`config.mk`:
```
export PLATFORM = sky130hd
export DESIGN_NAME = pwr_domain_seq
export DESIGN_NICKNAME = d
export VERILOG_FILES = /design/src/rtl/pds_pkg.sv /design/src/rtl/pds_regfile.sv /design/src/rtl/pds_arbiter.sv /design/src/rtl/pds_sequencer.sv /design/src/rtl/pwr_domain_seq.sv
export SDC_FILE = /design/constraint.sdc
export NUM_CORES = 1
export LEC_CHECK = 0
export BUFFER_PORTS_ARGS = -buffer_cell sky130_fd_sc_hd__buf_4
export CAP_MARGIN = 20
export CORE_ASPECT_RATIO = 0.5
export CORE_UTILIZATION = 48
export CTS_CLUSTER_DIAMETER = 80
export DETAILED_ROUTE_END_ITERATION = 12
export PLACE_DENSITY_LB_ADDON = 0.05
export SLEW_MARGIN = 20
export SYNTH_ARGS = -nofsm -noshare
export SYNTH_HDL_FRONTEND = slang
export SYNTH_SLANG_ARGS = --single-unit
```
`constraint.sdc`:
```
create_clock -name clk -period 2.5 [get_ports clk]
set_input_delay 0.375 -clock clk [delete_from_list [all_inputs] [get_ports clk]]
set_output_delay 0.375 -clock clk [all_outputs]
set_load 0.05 [all_outputs]
```
`src/rtl/pds_pkg.sv`:
```
// Package: shared constants and types for the power domain sequencer.
// Assumes a 32-bit control word and byte offsets that fit in 8 bits.
package pds_pkg;
    localparam int REG_W   = 32;
    localparam int LINE_W  = $clog2(REG_W);

    localparam logic [7:0] OFS_PWR   = 8'h10;
    localparam logic [7:0] OFS_DLY   = 8'h20;
    localparam logic [7:0] OFS_RST   = 8'h30;
    localparam logic [7:0] OFS_PULSE = 8'h34;
    localparam logic [7:0] OFS_ISO   = 8'h58;

    typedef enum logic [1:0] {
        SQ_IDLE = 2'd0,
        SQ_STEP = 2'd1,
        SQ_WAIT = 2'd2
    } sq_state_e;

    // Bit-level set/clear requests from the sequencer to the register file.
    typedef struct packed {
        logic [REG_W-1:0] set_pwr;
        logic [REG_W-1:0] clr_pwr;
        logic [REG_W-1:0] set_iso;
        logic [REG_W-1:0] clr_iso;
        logic [REG_W-1:0] set_rst;
        logic [REG_W-1:0] clr_rst;
    } reg_upd_t;
endpackage

```
`src/rtl/pds_regfile.sv`:
```
// Module: control words, step delay and reset-pulse logic.
// The bus write is applied first and the sequencer's masked set/clear on top
// of it, so a sequencer step in the same cycle wins on its own bits.
// Assumes a single-cycle bus with no wait states.
module pds_regfile
    import pds_pkg::*;
#(
    parameter int ADDR_W  = 8,
    parameter int DLY_W   = 8,
    parameter int DEF_DLY = 4
) (
    input  logic              clk,
    input  logic              rst_n,
    input  logic              bus_sel,
    input  logic              bus_wr,
    input  logic [ADDR_W-1:0] bus_addr,
    input  logic [REG_W-1:0]  bus_wdata,
    output logic [REG_W-1:0]  bus_rdata,
    input  reg_upd_t          upd,
    output logic [REG_W-1:0]  pwr_q,
    output logic [REG_W-1:0]  iso_q,
    output logic [REG_W-1:0]  rst_q,
    output logic [DLY_W-1:0]  dly_q
);
    logic              wr_pwr, wr_iso, wr_rst, wr_dly, wr_pulse;
    logic [REG_W-1:0]  pwr_nx, iso_nx, rst_nx;
    logic              pulse_pend_q;
    logic [LINE_W-1:0] pulse_line_q;

    // Purpose: decode the write strobes per register.
    always_comb begin
        wr_pwr   = bus_sel && bus_wr && (bus_addr == ADDR_W'(OFS_PWR));
        wr_iso   = bus_sel && bus_wr && (bus_addr == ADDR_W'(OFS_ISO));
        wr_rst   = bus_sel && bus_wr && (bus_addr == ADDR_W'(OFS_RST));
        wr_dly   = bus_sel && bus_wr && (bus_addr == ADDR_W'(OFS_DLY));
        wr_pulse = bus_sel && bus_wr && (bus_addr == ADDR_W'(OFS_PULSE));
    end

    // Purpose: merge bus writes, pulse restore/clear and sequencer updates.
    always_comb begin
        pwr_nx = wr_pwr ? bus_wdata : pwr_q;
        iso_nx = wr_iso ? bus_wdata : iso_q;
        rst_nx = wr_rst ? bus_wdata : rst_q;
        if (pulse_pend_q) rst_nx[pulse_line_q] = 1'b1;
        if (wr_pulse)     rst_nx[bus_wdata[LINE_W-1:0]] = 1'b0;
        pwr_nx = (pwr_nx & ~upd.clr_pwr) | upd.set_pwr;
        iso_nx = (iso_nx & ~upd.clr_iso) | upd.set_iso;
        rst_nx = (rst_nx & ~upd.clr_rst) | upd.set_rst;
    end

    // Purpose: hold the control words; reset leaves every domain running.
    always_ff @(posedge clk) begin
        if (!rst_n) begin
            pwr_q <= '0;
            iso_q <= '1;
            rst_q <= '1;
        end else begin
            pwr_q <= pwr_nx;
            iso_q <= iso_nx;
            rst_q <= rst_nx;
        end
    end

    // Purpose: hold the programmable step delay.
    always_ff @(posedge clk) begin
        if (!rst_n)      dly_q <= DLY_W'(DEF_DLY);
        else if (wr_dly) dly_q <= bus_wdata[DLY_W-1:0];
    end

    // Purpose: remember a reset pulse so the line is released one cycle later.
    always_ff @(posedge clk) begin
        if (!rst_n) begin
            pulse_pend_q <= 1'b0;
            pulse_line_q <= '0;
        end else begin
            pulse_pend_q <= wr_pulse;
            if (wr_pulse) pulse_line_q <= bus_wdata[LINE_W-1:0];
        end
    end

    // Purpose: combinational read mux; unmapped offsets read 0.
    always_comb begin
        bus_rdata = '0;
        if (bus_sel && !bus_wr) begin
            if (bus_addr == ADDR_W'(OFS_PWR))      bus_rdata = pwr_q;
            else if (bus_addr == ADDR_W'(OFS_ISO)) bus_rdata = iso_q;
            else if (bus_addr == ADDR_W'(OFS_RST)) bus_rdata = rst_q;
            else if (bus_addr == ADDR_W'(OFS_DLY)) bus_rdata = REG_W'(dly_q);
        end
    end
endmodule

```
`src/rtl/pds_arbiter.sv`:
```
// Module: per-domain pending flags and fixed-priority grant (lowest index).
// A grant is issued only while the sequencer is idle and clears the pending
// flag at once; a new strobe in the same cycle keeps the flag set.
module pds_arbiter #(
    parameter int NUM_DOM = 3,
    parameter int DOM_W   = 2
) (
    input  logic               clk,
    input  logic               rst_n,
    input  logic [NUM_DOM-1:0] req_vld,
    input  logic [NUM_DOM-1:0] req_on,
    input  logic               seq_idle,
    output logic               grant_vld,
    output logic [DOM_W-1:0]   grant_idx,
    output logic               grant_on,
    output logic [NUM_DOM-1:0] pend_q
);
    logic [NUM_DOM-1:0] tgt_q;
    logic               any_pend;

    // Purpose: find the lowest-index pending domain.
    always_comb begin
        any_pend  = 1'b0;
        grant_idx = '0;
        for (int i = NUM_DOM - 1; i >= 0; i--) begin
            if (pend_q[i]) begin
                any_pend  = 1'b1;
                grant_idx = DOM_W'(i);
            end
        end
        grant_vld = any_pend && seq_idle;
        grant_on  = tgt_q[grant_idx];
    end

    // Purpose: capture requests and retire them when granted.
    always_ff @(posedge clk) begin
        if (!rst_n) begin
            pend_q <= '0;
            tgt_q  <= '0;
        end else begin
            for (int i = 0; i < NUM_DOM; i++) begin
                if (req_vld[i]) begin
                    pend_q[i] <= 1'b1;
                    tgt_q[i]  <= req_on[i];
                end else if (grant_vld && (grant_idx == DOM_W'(i))) begin
                    pend_q[i] <= 1'b0;
                end
            end
        end
    end
endmodule

```
`src/rtl/pds_sequencer.sv`:
```
// Module: three-step power sequence engine for one domain at a time.
// Off order: clamp isolation, assert reset, set power-down.
// On order: clear power-down, release reset, open isolation.
// A step with a zero mask is skipped in one cycle without a wait.
// Assumes non-overlapping masks and a non-zero power mask per domain.
module pds_sequencer
    import pds_pkg::*;
#(
    parameter int NUM_DOM = 3,
    parameter int DOM_W   = 2,
    parameter int DLY_W   = 8,
    parameter logic [NUM_DOM-1:0][REG_W-1:0] PWR_MASK = '0,
    parameter logic [NUM_DOM-1:0][REG_W-1:0] ISO_MASK = '0,
    parameter logic [NUM_DOM-1:0][REG_W-1:0] RST_MASK = '0
) (
    input  logic               clk,
    input  logic               rst_n,
    input  logic               grant_vld,
    input  logic [DOM_W-1:0]   grant_idx,
    input  logic               grant_on,
    input  logic [REG_W-1:0]   pwr_q,
    input  logic [DLY_W-1:0]   dly_q,
    output reg_upd_t           upd,
    output logic               seq_idle,
    output logic [NUM_DOM-1:0] act_vec
);
    sq_state_e        st_q;
    logic [DOM_W-1:0] dom_q;
    logic             on_q;
    logic [1:0]       step_q;
    logic [DLY_W-1:0] cnt_q;
    logic [REG_W-1:0] pm, im, rm, gp, step_mask;
    logic             already, last_step;

    // Purpose: look up the masks of the served and the granted domain.
    always_comb begin
        pm = PWR_MASK[dom_q];
        im = ISO_MASK[dom_q];
        rm = RST_MASK[dom_q];
        gp = PWR_MASK[grant_idx];
        already = grant_on ? ((pwr_q & gp) == '0) : ((pwr_q & gp) == gp);
        last_step = (step_q == 2'd2);
    end

    // Purpose: choose the mask and the set/clear action of the current step.
    always_comb begin
        upd       = '0;
        step_mask = '0;
        case ({on_q, step_q})
            3'b0_00: begin step_mask = im; upd.clr_iso = im; end
            3'b0_01: begin step_mask = rm; upd.clr_rst = rm; end
            3'b0_10: begin step_mask = pm; upd.set_pwr = pm; end
            3'b1_00: begin step_mask = pm; upd.clr_pwr = pm; end
            3'b1_01: begin step_mask = rm; upd.set_rst = rm; end
            3'b1_10: begin step_mask = im; upd.set_iso = im; end
            default: step_mask = '0;
        endcase
        if (st_q != SQ_STEP) upd = '0;
    end

    // Purpose: step through the sequence, waiting the delay after each step.
    always_ff @(posedge clk) begin
        if (!rst_n) begin
            st_q   <= SQ_IDLE;
            dom_q  <= '0;
            on_q   <= 1'b0;
            step_q <= '0;
            cnt_q  <= '0;
        end else begin
            case (st_q)
                SQ_IDLE: begin
                    if (grant_vld && !already) begin
                        dom_q  <= grant_idx;
                        on_q   <= grant_on;
                        step_q <= '0;
                        st_q   <= SQ_STEP;
                    end
                end
                SQ_STEP: begin
                    if ((step_mask != '0) && (dly_q != '0)) begin
                        cnt_q <= dly_q - 1'b1;
                        st_q  <= SQ_WAIT;
                    end else if (last_step) begin
                        st_q <= SQ_IDLE;
                    end else begin
                        step_q <= step_q + 1'b1;
                    end
                end
                SQ_WAIT: begin
                    if (cnt_q != '0) begin
                        cnt_q <= cnt_q - 1'b1;
                    end else if (last_step) begin
                        st_q <= SQ_IDLE;
                    end else begin
                        step_q <= step_q + 1'b1;
                        st_q   <= SQ_STEP;
                    end
                end
                default: st_q <= SQ_IDLE;
            endcase
        end
    end

    // Purpose: idle flag and one-hot view of the domain in service.
    always_comb begin
        seq_idle = (st_q == SQ_IDLE);
        for (int i = 0; i < NUM_DOM; i++)
            act_vec[i] = !seq_idle && (dom_q == DOM_W'(i));
    end
endmodule

```
`src/rtl/pwr_domain_seq.sv`:
```
// Module: top of the power domain sequencer.
// Connects the register file, the request arbiter and the sequencer, and
// derives per-domain busy and powered status.
// Assumes the masks of different domains do not overlap.
module pwr_domain_seq
    import pds_pkg::*;
#(
    parameter int NUM_DOM = 3,
    parameter int ADDR_W  = 8,
    parameter int DLY_W   = 8,
    parameter int DEF_DLY = 4,
    parameter logic [NUM_DOM-1:0][31:0] PWR_MASK = {32'h0000_0001, 32'h0000_0004, 32'h0000_0008},
    parameter logic [NUM_DOM-1:0][31:0] ISO_MASK = {32'h0000_0000, 32'h0000_0002, 32'h0000_0001},
    parameter logic [NUM_DOM-1:0][31:0] RST_MASK = {32'h0000_0000, 32'h0004_0000, 32'h0001_0000}
) (
    input  logic               clk,
    input  logic               rst_n,
    input  logic               bus_sel,
    input  logic               bus_wr,
    input  logic [ADDR_W-1:0]  bus_addr,
    input  logic [31:0]        bus_wdata,
    output logic [31:0]        bus_rdata,
    input  logic [NUM_DOM-1:0] req_vld,
    input  logic [NUM_DOM-1:0] req_on,
    output logic [31:0]        pwr_dn_o,
    output logic [31:0]        iso_n_o,
    output logic [31:0]        rst_n_o,
    output logic [NUM_DOM-1:0] dom_busy,
    output logic [NUM_DOM-1:0] dom_powered
);
    localparam int DOM_W = (NUM_DOM > 1) ? $clog2(NUM_DOM) : 1;

    reg_upd_t           upd;
    logic [DLY_W-1:0]   dly_q;
    logic               seq_idle, grant_vld, grant_on;
    logic [DOM_W-1:0]   grant_idx;
    logic [NUM_DOM-1:0] pend_q, act_vec;

    pds_regfile #(.ADDR_W(ADDR_W), .DLY_W(DLY_W), .DEF_DLY(DEF_DLY)) u_regs (
        .clk(clk), .rst_n(rst_n),
        .bus_sel(bus_sel), .bus_wr(bus_wr), .bus_addr(bus_addr),
        .bus_wdata(bus_wdata), .bus_rdata(bus_rdata),
        .upd(upd), .pwr_q(pwr_dn_o), .iso_q(iso_n_o), .rst_q(rst_n_o),
        .dly_q(dly_q)
    );

    pds_arbiter #(.NUM_DOM(NUM_DOM), .DOM_W(DOM_W)) u_arb (
        .clk(clk), .rst_n(rst_n), .req_vld(req_vld), .req_on(req_on),
        .seq_idle(seq_idle), .grant_vld(grant_vld), .grant_idx(grant_idx),
        .grant_on(grant_on), .pend_q(pend_q)
    );

    pds_sequencer #(
        .NUM_DOM(NUM_DOM), .DOM_W(DOM_W), .DLY_W(DLY_W),
        .PWR_MASK(PWR_MASK), .ISO_MASK(ISO_MASK), .RST_MASK(RST_MASK)
    ) u_seq (
        .clk(clk), .rst_n(rst_n), .grant_vld(grant_vld),
        .grant_idx(grant_idx), .grant_on(grant_on), .pwr_q(pwr_dn_o),
        .dly_q(dly_q), .upd(upd), .seq_idle(seq_idle), .act_vec(act_vec)
    );

    // Purpose: per-domain status from pending/active state and power bits.
    for (genvar d = 0; d < NUM_DOM; d++) begin : g_status
        assign dom_busy[d]    = pend_q[d] | act_vec[d];
        assign dom_powered[d] = ((pwr_dn_o & PWR_MASK[d]) == '0);
    end
endmodule

```
==> results of run 1 <==
## logic make-up (layout without fill, tap and decap cells)
logic type / Yosys count / count (layout) / share of synthesized area [%]
multiplexers: 50 / 50 / 7.61
AO/OA/AOI/OAI: 201 / 201 / 20.6
XOR/XNOR: 1 / 1 / 0.132
flip-flops: 131 / 131 / 39.5
adder cells (fa/ha/maj): 10 / 10 / 1.88
AND/OR/NAND/NOR: 376 / 376 / 25.5
buffers and inverters: 84 / 282 / 4.80
## worst min-delay path: cells and delay by family
family,cells,cell delay (ps)
AND/OR/NAND/NOR,1,70
AO/OA/AOI/OAI,1,40
buffers and inverters,1,90
## stage by stage
stage | power [mW] | hold slack [ps] | utilization (%) | area (um2)
after global routing | 6.02 | 186 | 72.9 | 9530
after detailed placement | 3.34 | 467 | 66.6 | 8700
after floorplan | 2.98 | 446 | - | 6970
after CTS | 5.80 | 175 | 71.6 | 9360
final | 5.80 | 187 | 72.9 | 9530
after global placement | 3.32 | 459 | 66.6 | 8700
## what timing repair did
item / CTS / global route
gates cloned: 0 / 2
resized for setup: 21 / 25
buffers inserted: 0 / 3
pin swaps: 0 / 8
endpoints found under the setup margin: 32 / 32
## worst max path at each step
stage	cells after the start	startpoint	slack [ps]	endpoint
after floorplan	6	bus_addr[1]	20	bus_rdata[12]
after global placement	8	bus_addr[1]	-50	bus_rdata[27]
after detailed placement	8	bus_addr[1]	-90	bus_rdata[8]
after CTS	8	bus_addr[1]	-40	bus_rdata[15]
after global routing	9	bus_addr[1]	-150	bus_rdata[31]
final	9	bus_addr[1]	-100	bus_rdata[11]
## area by class of cell
class	count	area (um2)
repair buffers	230	2010
multi-input cells	638	4030
clock inverters	14	153
flip-flops and latches	131	2620
clock buffers	18	429
fillers	1023	3540
inverters	20	75.1
well taps	170	213
## cells in the final DEF, fill, tap and decap left out, types with 18 or more instances in the layout
cell / n
nand2_1: 190
buf_4: 184
dfxtp_1: 131
a21oi_1: 68
nor2_1: 52
mux2i_1: 46
nand3_1: 46
buf_6: 32
nor2_4: 19
a22oi_1: 19
o21ai_0: 19
clkbuf_16: 19
inv_1: 18
a32oi_1: 18
## metal layers
layer | vias up | share of wire, % | global-route usage (%)
met5 | - | 0 | 0
met4 | 0 | 1.8 | 9.67
met3 | 49 | 8.5 | 5.32
met2 | 393 | 47 | 52.7
met1 | 3521 | 43 | 41.2
li1 | 3430 | - | -
## report_power, final
| part | switching [mW] | leakage [nW] | internal [mW] |
|---|---|---|---|
| clock network | 0.997 | 0.285 | 1.48 |
| logic | 0.682 | 2.57 | 0.404 |
| registers | 0.0793 | 1.06 | 2.16 |
| total | 1.76 | 3.91 | 4.04 |
==> flow_metrics.env, run 1 <==
export IMPL_outcome="complete, but fails checks"
export IMPL_violations="negative setup slack"
export IMPL_mappedNetlistNets=913
export IMPL_yosysTopAreaCell="dfxtp_1"
export IMPL_slowest_stage="or3_4"
export IMPL_first_iter_violations=680
export IMPL_synthArstFlopShare_pct=0
export IMPL_power_leakage_nw=3.91
export IMPL_worstHoldEndpoint="u_arb.pend_q[0]$_SDFFE_PN0P_"
export IMPL_clock_skew_ps=7.47
export IMPL_initial_core_util_pct=50.8
export IMPL_min_from="req_vld[0]"
export IMPL_crit_buf_inv=4
export IMPL_vias=7393
export IMPL_dpl_cell_count=1184
export IMPL_via_per_inst=6.05
export IMPL_setup_violations=31
export IMPL_synth_avg_cell_area_um2=7.78
export IMPL_critPathMaxFanout=5
export IMPL_drtPass1Iterations=5
export IMPL_post_layout_nonfiller_instances=1221
export IMPL_worst_slack_ps=-104
export IMPL_antenna_found_initial=0
export IMPL_core_area_mm2=0.0131
export IMPL_path_clk_slew_ps=60
export IMPL_ys_seq_area_share_pct=39.5
export IMPL_ir_worst_vdd_uv=553
export IMPL_dieArea_mm2=0.0143
export IMPL_layout_drive_gt1_share_pct=30.4
export IMPL_critPathKind="in -> out"
export IMPL_worstPathArrival_ps=2230
export IMPL_cts_root_buf="clkbuf_16"
export IMPL_rows=29
export IMPL_synthFlopType="dfxtp_1"
export IMPL_finalHoldViolations=0
export IMPL_synth_commonest_cells="nand2_1, dfxtp_1, a21oi_1"
export IMPL_dp_hpwl_um=16100
export IMPL_endpoint_kind="primary output"
export IMPL_rr_worst_depth=6
export IMPL_synth_top_area_share_pct=39.5
export IMPL_cap_violations=0
export IMPL_maxSlewViolCount=0
export IMPL_cts_tree="built"
export IMPL_r2r_start="u_arb.pend_q[2]$_SDFFE_PN0P_"
export IMPL_gp_congestion=0.870
export IMPL_cellPowerDensity_mw_per_mm2=609
export IMPL_syn_to_final_growth_pct=43.5
export IMPL_clock_latency_ps=420
export IMPL_diodes=0
export IMPL_ys_warn_count=0
export IMPL_worst_slew_pin_slew_ps=680
export IMPL_clkSinkCount=131
export IMPL_routed_wl_um=22900
export IMPL_htree_levels=4
export IMPL_dp_slack_ps=-94.1
export IMPL_yosysMostFrequentCell="nand2_1"
export IMPL_worstHoldPathCells=3
export IMPL_grt_start_max_net_pins=80
export IMPL_crit_family="simple AND/OR/NAND/NOR gates"
export IMPL_numCtsBuffers=17
export IMPL_cp_cell_sequence="buf_6 -> or3_4 -> or3_4 -> nor3_4 -> buf_6 -> clkbuf_16 -> a222oi_1 -> nor2_4 -> buf_8"
export IMPL_cpPeakStageDelay_ps=410
export IMPL_rsz0062_at_grt="yes"
export IMPL_hold_class="in -> reg"
export IMPL_fp_dieW_um=168
export IMPL_chipHeight_um=85.2
export IMPL_yosys_top_cells_area="dfxtp_1, nand2_1, mux2i_1, a21oi_1, nor2_1"
export IMPL_grt_overflow=0
export IMPL_drt_wirelength_per_cell_um=18.8
export IMPL_synth_seq_cells=131
export IMPL_grt_first_pass_wirelength_um=35300
export IMPL_finalCriticalPeriod_ps=2600
export IMPL_r2r_end="u_seq.st_q[0]$_SDFFE_PN0P_"
export IMPL_synth_cell_type_count=62
export IMPL_grt_total_usage_pct=31.3
export IMPL_max_freq_mhz=384
export IMPL_synthesis_instances=853
export IMPL_ioPinCount=184
export IMPL_first_global_vias=6689
export IMPL_rrSetupSlack_ps=120
export IMPL_hold_buffers=0
export IMPL_synthesis_area_mm2=0.00664
export IMPL_route_detailed_drc=0
export IMPL_tns_ps=-1920
export IMPL_crit_path_start_kind="input pin"
export IMPL_min_period_over_period_pct=104
export IMPL_fin_nets=1098
export IMPL_worstPathRequired_ps=2120
export IMPL_synth_enable_flop_cells=0
export IMPL_numPortBuffers=183
export IMPL_clockBufferDepth=2
export IMPL_maxSlewHeadroom_pct=54.6
export IMPL_ant_nets=0
Power figures use the tool's default switching activity.
==> run 2, diff against run 1 <==
Settings changed: MAX_ROUTING_LAYER set to met4, SKIP_CTS_REPAIR_TIMING set to 1.
==> run 2 against run 1 <==
Against the previous run: the run still ends with negative setup slack left; first-iteration DRC count rose by 4.7%; critical endpoint is now bus_rdata[10]; critical path type unchanged; highest routed layer unchanged; largest power group unchanged; routed wire length up 2.2%; core utilization increased by 0.57 points; non-clock buffer count stayed put; sequential share of layout area fell by 0.21 points.
==> flow_metrics.env, run 2 (synthesis results as in run 1) <==
export IMPL_finalCriticalPeriod_ps=2570
export IMPL_worstPathArrival_ps=2190
export IMPL_dp_hpwl_um=16100
export IMPL_nFillCells=1019
export IMPL_crit_path_start_kind="input pin"
export IMPL_maxSlewHeadroom_pct=52.5
export IMPL_worst_slack_ps=-68.8
export IMPL_vias=7361
export IMPL_antenna_found_initial=0
export IMPL_final_cell_mix="nand2_1, buf_4, dfxtp_1"
export IMPL_crit_buf_inv=4
export IMPL_cp_cell_sequence="buf_6 -> or3_4 -> or3_4 -> nor3_4 -> buf_6 -> clkbuf_16 -> a22oi_2 -> a21oi_4 -> buf_6"
export IMPL_gp_congestion=0.887
export IMPL_power_leakage_nw=3.94
export IMPL_worstSetupStartpoint="bus_addr[1]"
export IMPL_fp_dieW_um=168
export IMPL_clkSinkCount=131
export IMPL_rows=29
export IMPL_chipHeight_um=85.2
export IMPL_crit_cells=9
export IMPL_hold_class="in -> reg"
export IMPL_crit_end="bus_rdata[10]"
export IMPL_clock_skew_ps=4.35
export IMPL_drtPass1Iterations=6
export IMPL_ff_latch_area_mm2=0.00262
export IMPL_critPathMaxFanout=5
export IMPL_hold_ws_ps=183
export IMPL_numPortBuffers=183
export IMPL_drt_wirelength_per_cell_um=19.2
export IMPL_numCtsBuffers=17
export IMPL_worst_slew_pin_slew_ps=711
export IMPL_cpPeakStageDelay_ps=410
export IMPL_ant_nets=0
export IMPL_initial_core_util_pct=50.8
export IMPL_cts_tree="built"
export IMPL_endpoint_kind="primary output"
export IMPL_first_iter_violations=712
export IMPL_routed_wl_um=23400
export IMPL_cap_violations=0
export IMPL_rsz0062_at_grt="yes"
export IMPL_syn_to_final_growth_pct=44.6
export IMPL_cts_root_buf="clkbuf_16"
export IMPL_dp_slack_ps=-92.0
export IMPL_cellPowerDensity_mw_per_mm2=628
export IMPL_clockBufferDepth=2
export IMPL_cp_common_cell="buf_6"
export IMPL_crit_family="simple AND/OR/NAND/NOR gates"
export IMPL_maxSlewViolCount=0
export IMPL_core_area_mm2=0.0131
export IMPL_setup_violations=23
export IMPL_finalHoldViolations=0
export IMPL_route_detailed_drc=0
export IMPL_grt_start_max_net_pins=80
export IMPL_grt_overflow=0
export IMPL_ir_worst_vdd_uv=624
export IMPL_r2r_start="u_seq.step_q[0]$_SDFFE_PN0P_"
export IMPL_r2r_end="u_seq.st_q[1]$_SDFFE_PN0P_"
export IMPL_layout_drive_gt1_share_pct=30.9
export IMPL_via_per_inst=6.03
export IMPL_path_clk_slew_ps=60
export IMPL_slowest_stage="or3_4"
export IMPL_grt_first_pass_wirelength_um=35500
export IMPL_htree_levels=4
export IMPL_critPathKind="in -> out"
export IMPL_multi_input_area_mm2=0.00404
export IMPL_final_core_util_pct=73.5
export IMPL_ioPinCount=184
export IMPL_diodes=0
export IMPL_outcome="complete, but fails checks"
export IMPL_max_freq_mhz=389
export IMPL_dieArea_mm2=0.0143
export IMPL_first_global_vias=6722
export IMPL_violations="negative setup slack"
export IMPL_rrSetupSlack_ps=120
export IMPL_worstPathRequired_ps=2120
export IMPL_rr_worst_depth=8
export IMPL_min_period_over_period_pct=103
export IMPL_fin_nets=1098
export IMPL_clock_latency_ps=420
export IMPL_grt_total_usage_pct=32.5
export IMPL_final_common_cell="nand2_1"
## run 2: report_power, final
part	internal [mW]	switching, mW	leakage, nW	total (mW)
registers	2.16	0.0809	1.06	2.24
logic	0.411	0.692	2.57	1.10
clock network	1.68	1.01	0.304	2.69
total	4.25	1.78	3.94	6.03
## run 2: how the worst min path moves through the flow
stage	startpoint	end	slack (ps)	cells after the start
2_1_floorplan	u_seq.cnt_q[7]$_SDFFE_PN0P_	u_seq.cnt_q[7]$_SDFFE_PN0P_	450	2
3_3_place_gp	flip-flop	flip-flop	460	2
3_5_place_dp	flip-flop	flip-flop	470	2
4_1_cts	bus_wdata[31]	flip-flop	180	3
5_1_grt	bus_wdata[16]	flip-flop	180	3
6_report	req_vld[0]	u_arb.pend_q[0]$_SDFFE_PN0P_	180	3
## run 2: routing by layer
layer / routed length, um / vias up / track usage, %
met4: 527 / 0 / 11.8
met3: 1780 / 51 / 5.50
met2: 11000 / 338 / 51.7
met1: 10100 / 3551 / 41.9
met5: 0 / - / -
li1: - / 3421 / -
## run 2: layout make-up
cell class                 instances  area share [%]
clock inverter                    15            2.15
clock buffer                      17            4.43
multi-input combinational        638            42.1
inverter                          20           0.782
sequential                       131            27.3
timing repair buffer             230            21.0
tap                              170            2.22
## run 2: per-stage QoR
| stage | TNS [ps] | cells | power, mW | cell area [um2] |
|---|---|---|---|---|
| final | -851 | 1221 | 6.03 | 9600 |
| after global routing | -1980 | 1221 | 6.23 | 9600 |
| after CTS | -1550 | 1216 | 6.01 | 9340 |
| after detailed placement | -1440 | 1184 | 3.34 | 8710 |
| after global placement | -509 | 1184 | 3.32 | 8710 |
| after floorplan | 0 | 853 | 2.98 | 6970 |
## run 2: worst register-to-register path, delay by kind of cell (launching register included)
kind,cells,cell delay [ps]
multiplexers,1,290
AND/OR/NAND/NOR,2,580
AO/OA/AOI/OAI,3,610
adder cells (fa/ha/maj),1,300
flip-flops,1,390
buffers and inverters,1,100
==> run 3, diff against run 2 <==
Settings changed: CORE_UTILIZATION 48 to 53.
Clock period 2.5 ns to 2.92 ns, I/O delays scaled along.
==> run 3 against run 2 <==
Against the previous run: the run now ends clean; sequential cell count unchanged; critical path depth unchanged; sequential power down 15%; core utilization up 1.7 points; cell count down 1.9%; non-clock buffer count down 16; combinational power down 19%; sequential share of layout area up 1.7 points; setup slack better by 190 ps; routed wire length down 5.6%; global-route usage up 2.5 points; design area down 5.8%.
==> flow_metrics.env, run 3 (synthesis results as in run 1) <==
export IMPL_cp_cell_sequence="buf_4 -> or3_1 -> buf_4 -> or2_2 -> nor2_2 -> buf_4 -> a22oi_1 -> a21oi_4 -> buf_4"
export IMPL_worstPathRequired_ps=2480
export IMPL_ir_worst_vdd_uv=443
export IMPL_outcome="finished, final reports clean"
export IMPL_final_common_cell="buf_4"
export IMPL_grt_total_usage_pct=35.0
export IMPL_htree_levels=4
export IMPL_critPathKind="in -> out"
export IMPL_rsz0062_at_grt="no"
export IMPL_max_freq_mhz=357
export IMPL_final_cell_mix="buf_4, nand2_1, dfxtp_1"
export IMPL_clkSinkCount=131
export IMPL_cellPowerDensity_mw_per_mm2=548
export IMPL_rows=28
export IMPL_hold_class="in -> reg"
export IMPL_fp_dieW_um=160
export IMPL_core_area_mm2=0.0120
export IMPL_cp_common_cell="buf_4"
export IMPL_numCtsBuffers=17
export IMPL_crit_path_start_kind="input pin"
export IMPL_worst_slack_ps=117
export IMPL_chipHeight_um=81.1
export IMPL_drt_wirelength_per_cell_um=18.5
export IMPL_first_iter_violations=716
export IMPL_min_period_over_period_pct=96.0
export IMPL_grt_overflow=0
export IMPL_grt_first_pass_wirelength_um=35100
export IMPL_maxSlewViolCount=0
export IMPL_diodes=0
export IMPL_dp_hpwl_um=15400
export IMPL_syn_to_final_growth_pct=36.1
export IMPL_critPathMaxFanout=18
export IMPL_drtPass1Iterations=6
export IMPL_endpoint_kind="primary output"
export IMPL_fin_nets=1082
export IMPL_clock_latency_ps=410
export IMPL_first_global_vias=6848
export IMPL_gp_congestion=0.908
export IMPL_cap_violations=0
export IMPL_clock_skew_ps=6.10
export IMPL_maxSlewHeadroom_pct=50.9
export IMPL_clockBufferDepth=2
export IMPL_vias=7306
export IMPL_worstPathArrival_ps=2360
export IMPL_layout_drive_gt1_share_pct=29.0
export IMPL_route_detailed_drc=0
export IMPL_ant_nets=0
export IMPL_fin_area_mm2=0.00904
export IMPL_path_clk_slew_ps=60
export IMPL_cts_root_buf="clkbuf_16"
export IMPL_initial_core_util_pct=55.3
export IMPL_antenna_found_initial=0
export IMPL_finalHoldViolations=0
export IMPL_cts_tree="built"
export IMPL_ioPinCount=184
export IMPL_cpPeakStageDelay_ps=410
export IMPL_dieArea_mm2=0.0130
export IMPL_power_leakage_nw=3.76
export IMPL_grt_start_max_net_pins=44
export IMPL_dp_slack_ps=146
export IMPL_place_area_mm2=0.00845
export IMPL_worst_slew_pin_slew_ps=730
export IMPL_hold_ws_ps=256
export IMPL_setup_violations=0
export IMPL_via_per_inst=6.10
export IMPL_routed_wl_um=22100
export IMPL_slowest_stage="or3_1"
export IMPL_numPortBuffers=183
export IMPL_finalCriticalPeriod_ps=2800
[run 3: cell types whose count changed in the layout (fill, tap and decap cells not counted), sizes merged]
cell,change
buf,-14
clkbuf,-2
inv,-2
bufinv,-1
clkinvlp,+1
[run 3: metrics by stage]
stage               setup TNS (ps)  utilization [%]  power (mW)  std cells
finish                           0             75.2        4.95       1198
global route                     0             75.2        5.13       1198
CTS                              0             75.2        4.95       1198
detailed placement               0             70.3        2.82       1168
global placement                 0             70.3        2.79       1168
floorplan                    -25.5                -        2.54        853
[run 3: worst paths after layout]
path | end | slack [ps] | start | cells after the start
worst max-delay path | bus_rdata[15] | 120 | bus_addr[1] | 9
worst min-delay path | flip-flop | 260 | bus_wdata[31] | 3
worst max register to register | u_seq.cnt_q[5]$_SDFFE_PN0P_ | 620 | u_seq.step_q[0]$_SDFFE_PN0P_ | 8
worst min register to register | flip-flop | 480 | flip-flop | 2
[run 3: layer usage]
metal | global-route usage, % | part of all wire, % | wire length, um
met1 | 42.8 | 42 | 9310
met3 | 7.20 | 8.2 | 1810
met4 | 12.1 | 2.2 | 495
met5 | - | 0 | 0
met2 | 58.3 | 47 | 10500
[run 3: cell type report]
cell class / count / area [um2]
inverters: 20 / 75.1
clock inverters: 13 / 163
repair buffers: 214 / 1640
clock buffers: 17 / 425
fillers: 921 / 2980
flip-flops and latches: 131 / 2620
multi-input cells: 638 / 3900
well taps: 165 / 206
[run 3: power by group]
group	switching (mW)	internal (mW)
combinational	0.575	0.312
clock	0.817	1.33
sequential	0.0667	1.85
[run 3: critical path, delay by kind of cell]
kind,cells,cell delay [ps]
compound gates,2,330
buf+inv,4,750
simple gates,3,840
